`config.mk`:
```
export PLATFORM = sky130hd
export DESIGN_NAME = lpm_clk_ctrl
export DESIGN_NICKNAME = d
export VERILOG_FILES = /design/src/rtl/lpm_pkg.sv /design/src/rtl/lpm_regs.sv /design/src/rtl/lpm_seq.sv /design/src/rtl/lpm_pclk_div.sv /design/src/rtl/lpm_clk_ctrl.sv
export SDC_FILE = /design/constraint.sdc
export NUM_CORES = 1
export LEC_CHECK = 0
export ABC_CLOCK_PERIOD_IN_PS = 1600
export BUFFER_PORTS_ARGS = -buffer_cell sky130_fd_sc_hd__buf_4
export CAP_MARGIN = 15
export CORE_UTILIZATION = 48
export DETAILED_ROUTE_END_ITERATION = 10
export GPL_TIMING_DRIVEN = 1
export MAX_ROUTING_LAYER = met4
export PLACE_DENSITY = 0.86
export SLEW_MARGIN = 20
export SYNTH_ARGS = -nofsm -noshare
export SYNTH_HDL_FRONTEND = slang
export SYNTH_SLANG_ARGS = --single-unit
```
`constraint.sdc`:
```
create_clock -name clk -period 1.6 [get_ports clk]
set_clock_uncertainty 0.2 [all_clocks]
set_input_delay 0.24 -clock clk [delete_from_list [all_inputs] [get_ports clk]]
set_output_delay 0.24 -clock clk [all_outputs]
set_load 0.005 [all_outputs]
```
`src/rtl/lpm_pkg.sv`:
```
package lpm_pkg;

  typedef enum logic [1:0] {
    ST_RUN   = 2'd0,
    ST_IDLE  = 2'd1,
    ST_PDOWN = 2'd2,
    ST_WARM  = 2'd3
  } lpm_state_e;

  localparam logic [1:0] ADDR_MODE = 2'd0;
  localparam logic [1:0] ADDR_PEN  = 2'd1;
  localparam logic [1:0] ADDR_DIV  = 2'd2;
  localparam logic [1:0] ADDR_RTC  = 2'd3;

  // reload value of the divider count: ratio minus one
  function automatic logic [1:0] div_reload(input logic [1:0] code);
    case (code)
      2'd1:    div_reload = 2'd0;
      2'd2:    div_reload = 2'd1;
      default: div_reload = 2'd3;
    endcase
  endfunction

endpackage

```
`src/rtl/lpm_regs.sv`:
```
module lpm_regs #(
  parameter int NPERIPH = 8,
  parameter int DW      = 8
) (
  input  logic               clk,
  input  logic               rst,
  input  logic               wr_en,
  input  logic [1:0]         wr_addr,
  input  logic [DW-1:0]      wr_data,
  input  logic               accept,
  output logic [NPERIPH-1:0] periph_mask,
  output logic [1:0]         div_sel,
  output logic               rtc_ext,
  output logic               idle_wr,
  output logic               pdown_wr
);
  import lpm_pkg::*;

  logic wr_ok;
  assign wr_ok    = wr_en && accept;
  assign pdown_wr = wr_ok && (wr_addr == ADDR_MODE) && wr_data[1];
  assign idle_wr  = wr_ok && (wr_addr == ADDR_MODE) && wr_data[0] && !wr_data[1];

  always_ff @(posedge clk) begin
    if (rst) begin
      periph_mask <= '1;
      div_sel     <= 2'd0;
      rtc_ext     <= 1'b0;
    end else if (wr_ok) begin
      case (wr_addr)
        ADDR_PEN: periph_mask <= wr_data[NPERIPH-1:0];
        ADDR_DIV: div_sel     <= wr_data[1:0];
        ADDR_RTC: rtc_ext     <= wr_data[0];
        default:  ;
      endcase
    end
  end

endmodule

```
`src/rtl/lpm_seq.sv`:
```
module lpm_seq #(
  parameter int NIRQ        = 4,
  parameter int NWAKE       = 2,
  parameter int STARTUP_CYC = 4096
) (
  input  logic                clk,
  input  logic                rst,
  input  logic                idle_wr,
  input  logic                pdown_wr,
  input  logic [NIRQ-1:0]     irq,
  input  logic [NWAKE-1:0]    wake_async,
  output lpm_pkg::lpm_state_e state_q,
  output lpm_pkg::lpm_state_e state_nx,
  output logic                osc_en
);
  import lpm_pkg::*;

  localparam int CW = (STARTUP_CYC > 1) ? $clog2(STARTUP_CYC) : 1;
  localparam logic [CW-1:0] WARM_LAST = CW'(STARTUP_CYC - 1);

  logic          wake_any;
  logic          irq_any;
  logic [CW-1:0] warm_cnt;

  assign wake_any = |wake_async;
  assign irq_any  = |irq;

  // clock-free path: the oscillator comes back without any clock edge
  assign osc_en = (state_q != ST_PDOWN) || wake_any;

  always_comb begin
    state_nx = state_q;
    case (state_q)
      ST_RUN: begin
        if (pdown_wr)     state_nx = ST_PDOWN;
        else if (idle_wr) state_nx = ST_IDLE;
      end
      ST_IDLE:  if (irq_any || wake_any) state_nx = ST_RUN;
      ST_PDOWN: if (wake_any) state_nx = ST_WARM;
      ST_WARM:  if (warm_cnt == WARM_LAST) state_nx = ST_RUN;
      default:  state_nx = ST_RUN;
    endcase
  end

  always_ff @(posedge clk) begin
    if (rst) begin
      state_q  <= ST_RUN;
      warm_cnt <= '0;
    end else begin
      state_q <= state_nx;
      if (state_q == ST_PDOWN)     warm_cnt <= '0;
      else if (state_q == ST_WARM) warm_cnt <= warm_cnt + 1'b1;
    end
  end

endmodule

```
`src/rtl/lpm_pclk_div.sv`:
```
module lpm_pclk_div (
  input  logic       clk,
  input  logic       rst,
  input  logic       run,
  input  logic [1:0] div_sel,
  output logic       tick_q
);
  import lpm_pkg::*;

  logic [1:0] dcnt;

  // the ratio is sampled only when a strobe is issued, so no short period
  always_ff @(posedge clk) begin
    if (rst) begin
      dcnt   <= 2'd0;
      tick_q <= 1'b0;
    end else if (run) begin
      if (dcnt == 2'd0) begin
        tick_q <= 1'b1;
        dcnt   <= div_reload(div_sel);
      end else begin
        tick_q <= 1'b0;
        dcnt   <= dcnt - 1'b1;
      end
    end else begin
      tick_q <= 1'b0;
    end
  end

endmodule

```
`src/rtl/lpm_clk_ctrl.sv`:
```
module lpm_clk_ctrl #(
  parameter int NPERIPH     = 8,
  parameter int NIRQ        = 4,
  parameter int NWAKE       = 2,
  parameter int DW          = 8,
  parameter int STARTUP_CYC = 4096
) (
  input  logic               clk,
  input  logic               rst,
  input  logic               wr_en,
  input  logic [1:0]         wr_addr,
  input  logic [DW-1:0]      wr_data,
  input  logic [NIRQ-1:0]    irq,
  input  logic [NWAKE-1:0]   wake_async,
  output logic               cpu_en,
  output logic               mem_bus_en,
  output logic [NPERIPH-1:0] periph_en,
  output logic               pclk_en,
  output logic               rtc_en,
  output logic               osc_en
);
  import lpm_pkg::*;

  logic [NPERIPH-1:0] periph_mask;
  logic [1:0]         div_sel;
  logic               rtc_ext;
  logic               idle_wr;
  logic               pdown_wr;
  lpm_state_e         state_q;
  lpm_state_e         state_nx;
  logic               active_nx;

  lpm_regs #(.NPERIPH(NPERIPH), .DW(DW)) u_regs (
    .clk(clk), .rst(rst), .wr_en(wr_en), .wr_addr(wr_addr), .wr_data(wr_data),
    .accept(state_q == ST_RUN), .periph_mask(periph_mask), .div_sel(div_sel),
    .rtc_ext(rtc_ext), .idle_wr(idle_wr), .pdown_wr(pdown_wr)
  );

  lpm_seq #(.NIRQ(NIRQ), .NWAKE(NWAKE), .STARTUP_CYC(STARTUP_CYC)) u_seq (
    .clk(clk), .rst(rst), .idle_wr(idle_wr), .pdown_wr(pdown_wr), .irq(irq),
    .wake_async(wake_async), .state_q(state_q), .state_nx(state_nx), .osc_en(osc_en)
  );

  assign active_nx = (state_nx == ST_RUN) || (state_nx == ST_IDLE);

  lpm_pclk_div u_div (
    .clk(clk), .rst(rst), .run(active_nx), .div_sel(div_sel), .tick_q(pclk_en)
  );

  always_ff @(posedge clk) begin
    if (rst) begin
      cpu_en     <= 1'b1;
      mem_bus_en <= 1'b1;
      periph_en  <= '1;
      rtc_en     <= 1'b1;
    end else begin
      cpu_en     <= (state_nx == ST_RUN);
      mem_bus_en <= (state_nx == ST_RUN);
      periph_en  <= active_nx ? periph_mask : '0;
      rtc_en     <= active_nx || rtc_ext;
    end
  end

endmodule

```
======== After elaboration in Yosys (flattened, before gate mapping) ========
Cells that the tools add are included.
Widths: inputs -> output; s select.
storage, ports and cells
  register bits after elaboration ......... 38
  input port bits ......................... 19
  output and inout port bits .............. 13
  word-level logic and storage cells ...... 55
operators by class
  add/sub/neg operators ................... 2
  eq/ne operators ......................... 11
  mux-type cells .......................... 10
  bitwise gates (word level) .............. 1
  reduce and logical (&&, ||, !) cells .... 21
operators with widths
  operator               number
  $add 12x1->12 const B  1
  $eq 12x12->1 const B   1
  $mux 2                 6
  $eq 2x2->1 const B     5
  $eq 2x1->1 const B     4
  $logic_not 2->1        4
  $mux 8                 1
  $pmux 2 s4             1
  $reduce_and 2->1       3
  $reduce_or 2->1        3
  $logic_and 1x1->1      5
  $logic_or 1x1->1       4
  $pmux 2 s2             1
  $reduce_or 4->1        1
  $ne 2x2->1 const B     1
  $sub 2x1->2 const B    1
  $logic_not 1->1        1
  $mux 1                 1
  $not 1->1              1

======== Logic depth before layout (Yosys ltp) ========
  depth in word-level cells ............... 12
  gate-level depth with buffers ........... 6
  depth with buffers taken out ............ 6

======== Cells and area by module ========
Synthesis repeated with hierarchy kept, for this count alone.
unflattened totals
  cells, all modules ...................... 178
  area, all modules ....................... 1669.1 µm²
by module, submodules not included
  module        times used  cells an instance  area each (µm²)  sequential area each (µm²)
  lpm_seq       1           87                 742.0            280.3
  lpm_regs      1           53                 493.0            220.2
  lpm_clk_ctrl  1           24                 304.0            200.2
  lpm_pclk_div  1           14                 130.1            60.1

======== Least setup slack after synthesis ========
No wires, ideal clock.
  path kind ............................... reg2reg
  start ................................... reg u_seq.state_q[0]
  end ..................................... reg u_regs.periph_mask[0]
  library setup time ...................... 0.119 ns
  data arrival time ....................... 1.366 ns
  data required time ...................... 1.281 ns
  path slack .............................. -0.084 ns
  stages on the path, launching flop included .. 6
  buffers on the path ..................... 1
  period minus slack after synthesis ...... 1.684 ns
  cell sequence ........................... dfxtp_1 -> or3b_1 -> nor3b_1 -> buf_4 -> mux2i_1 -> nand2_1
on the way
  word-level cells in the longest chain between the ends .. 3
ends and longest elaborated chain
  item                        RTL line            RTL
  from (decl)                 lpm_seq.sv:12       output lpm_pkg::lpm_state_e state_q,
  from (signal assigned)      lpm_seq.sv:50       state_q <= state_nx;
  $logic_not 2->1             lpm_clk_ctrl.sv:35  .accept(state_q == ST_RUN), .periph_mask(periph_mask), .div_sel(div_sel),
  $logic_and 1x1->1           lpm_regs.sv:20      assign wr_ok = wr_en && accept;
  $reduce_and 2->1 (no line)  n/a
  to (signal assigned)        lpm_regs.sv:31      ADDR_PEN: periph_mask <= wr_data[NPERIPH-1:0];
  to (decl)                   lpm_regs.sv:11      output logic [NPERIPH-1:0] periph_mask,
No other way between the ends.
A chain may end at the register's enable or synchronous reset.

======== Final worst setup path ========
  start ................................... reg u_seq.state_q[1]
  end ..................................... reg u_regs.periph_mask[5]
The elaborated chain is that of the path after synthesis.

==> flow_summary.ini <==
[placement]
hpwl_um = 2610
place_congestion = 0.859
io_buffers = 31
dp_cells = 260

[sta]
setup_viol = 13
min_period_over_period_pct = 113
fmax_mhz = 551
period_needed_ns = 1.82
final_hold_viol_count = 0
relSlewSlack_pct = 79.0
hold_slack_ns = 0.00282
setup_ws_ns = -0.215
rsz0062_at_grt = yes
drv_slew = 0
tightest_slew_ns = 0.312

[route]
vias_per_cell = 5.27
drtIter0Drc = 59
drtPass1Iterations = 7
drt_wl_total_um = 4110
detail-route-antenna-nets = 0
route.detailed.drc = 0
wl_per_cell_um = 14.8
vias = 1459

[synthesis]
async_flop_share_pct = 0
syn_area_um2 = 1580
synth_nets = 188
synth_edf_count = 0
syn_inst = 167
seq_area_frac_synth_pct = 48.0
synth.ff_latch_count = 38
avgSynthCellArea_um2 = 9.49
ys.flop_type = dfxtp_1
yosysUniqueCellTypes = 39
synthesis.yosys.warnings = 0

[die]
dieWidth_um = 59.4
dieArea_um2 = 3530
start_util_pct = 51.0
core_um2 = 3100
rows = 20
die_y_um = 59.4
ioPinCount = 32

[critical_path]
cp-start-kind = register
arrival_ns = 1.85
rrSetupSlack_ns = -0.22
critPathKind = register to register
cp_max_fo = 8
required_ns = 1.63
endpoint_kind = register
critical_path.startpoint = u_seq.state_q[1]
r2r_start = u_seq.state_q[1]

[run_status]
violations = setup timing
status = finished, violations left

[clock_network]
clock_path_buffers = 2
clk_pin_slew_ns = 0.11
postCtsSetupBuffers = 0
clkSinkCount = 38
cts_tree = done
cts-root-buf = clkbuf_4
h-tree-depth = 2
cts_buffers = 5
clock_latency_ns = 0.35

[power]
p_leak_nw = 0.934
internal_power_w = 0.00148
switching_share_pct = 27.2
p_clk_share_pct = 26.1
peakVddDrop_mv = 0.581
seq_power_share_pct = 52.0
p_sw_w = 0.000553
powerDensity_nw_per_um2 = 893
combPwrFrac_pct = 21.9

[hold_path]
min_from = wr_data[1]
holdCritPathClass = input pin to register

[global_route]
grtUsageTotal_pct = 25.5
grt_overflow = 0
first_global_vias = 1454
antenna_found_initial = 0
grt_start_max_net_pins = 16
grt_pass1_wl_um = 6420

[finish]
stdcell_count = 277
fin_nets = 253
syn_to_final_growth_pct = 43.8
diodes = 0
drive_gt1_share_pct = 38.2

[job]
drv_cap = 0
cell type report:
type / instances / area, um^2
Multi-Input combinational cell: 114 / 827
Inverter: 6 / 22.5
Fill cell: 229 / 825
Sequential cell: 38 / 769
Clock buffer: 7 / 55.1
Tap cell: 44 / 55.1
Timing Repair Buffer: 67 / 544
Clock inverter: 1 / 5.00
routing by layer:
metal  track usage [%]  wire length [um]  share of wire, %  vias to the layer above
met5                 -                 0                 0                        -
met4              11.2                74               1.8                        0
met3              5.24               166               4.0                       10
met2              42.5              2120                52                       46
met1              29.4              1750                42                      694
li1                  -                 -                 -                      709
layout by cell type (no fill, tap or decap), types with 3 or more instances in the layout:
cell,synthesis,final
nand2_1,15,14
a21oi_1,6,3
buf_4,3,53
xor2_1,6,6
nor2_1,16,16
clkbuf_4,0,5
a21o_1,9,9
nand3_1,9,8
dlygate4sd3_1,0,9
dfxtp_2,0,4
inv_1,5,5
mux2i_1,11,10
nand2b_1,3,3
nand4_1,3,3
dfxtp_1,38,33
buf_6,1,5
cells in the mapped netlist (all sizes together) (2+ instances only):
library cell   n  area [um^2]
a21o           9         67.6
a31oi          2         12.5
nand3          9         45.0
inv            5         18.8
xnor2          2         17.5
xor2           6         52.6
and4           4         35.0
nor2          16         60.1
mux2i         11          110
ha             2         25.0
nor4           2         12.5
nand2b         3         18.8
o21ai          3         15.0
nor3           3         15.0
buf            5         38.8
clkbuf         4         15.0
nand2         16         62.6
mux2           2         22.5
dfxtp         38          761
nand4          3         18.8
nor3b          3         27.5
a21oi          6         30.0
worst max-delay path, cell delays in order, from the launching register on:
cell     delay, ns
dfxtp_2       0.36
or3b_4        0.42
nor3b_2       0.19
buf_6         0.18
mux2i_2       0.26
nand2_1       0.09
power groups by stage:
stage | sequential [W] | clock (W) | combinational, W
2_1_floorplan | 0.00107 | 0 | 0.000180
3_3_place_gp | 0.00107 | 0 | 0.000367
3_5_place_dp | 0.00107 | 0 | 0.000377
4_1_cts | 0.00106 | 0.000524 | 0.000406
5_1_grt | 0.00106 | 0.000578 | 0.000477
6_report | 0.00106 | 0.000532 | 0.000446
logic make-up (layout without fill, tap and decap cells):
group	Yosys count	after routing	share of synthesized area, %
and+or+nand+nor	67	67	22.8
DFF	38	38	48.0
AOI/OAI and AO/OA	24	24	9.95
buffers and inverters	15	81	4.82
muxes	13	13	8.37
xor gates and xnor gates	8	8	4.42
adders and majority gates	2	2	1.58
sequential cells by signal (all words and copies together), names as in the netlist:
signal and count:
u_div.dcnt 2, u_regs.rtc_ext 1, rtc_en 1, mem_bus_en 1, u_div.tick_q 1, u_regs.div_sel 2, u_seq.state_q 2, periph_en 8
u_regs.periph_mask 8, u_seq.warm_cnt 12
path summary, 6_finish.rpt:
kind / endpoint / depth (start not counted)
worst max-delay path: u_regs.periph_mask[5] / 5
worst min-delay path: u_regs.div_sel[1] / 3
worst max register to register: u_regs.periph_mask[5] / 5
worst min register to register: periph_en[2] / 1
through the flow:
| step | cell area (um^2) | setup slack [ns] | setup TNS, ns | utilization (%) | power [W] |
|---|---|---|---|---|---|
| global route | 2280 | -0.235 | -2.34 | 73.4 | 0.00212 |
| CTS | 2240 | -0.0911 | -0.717 | 72.2 | 0.00199 |
| floorplan | 1590 | -0.00552 | -0.0441 | - | 0.00125 |
| finish | 2280 | -0.215 | -1.33 | 73.4 | 0.00204 |
| global placement | 2030 | -0.0977 | -1.43 | 65.4 | 0.00144 |
| detailed placement | 2030 | -0.146 | -2.03 | 65.4 | 0.00145 |
repair_timing:
action / CTS / global route
resized for setup: 16 / 11
pin swaps: 1 / 9
hold endpoints to repair: 15 / 0
endpoints found under the setup margin: 27 / 27
hold buffers: 9 / 0
cloned: 0 / 0
Note: power is estimated with default switching activity, not from simulation.
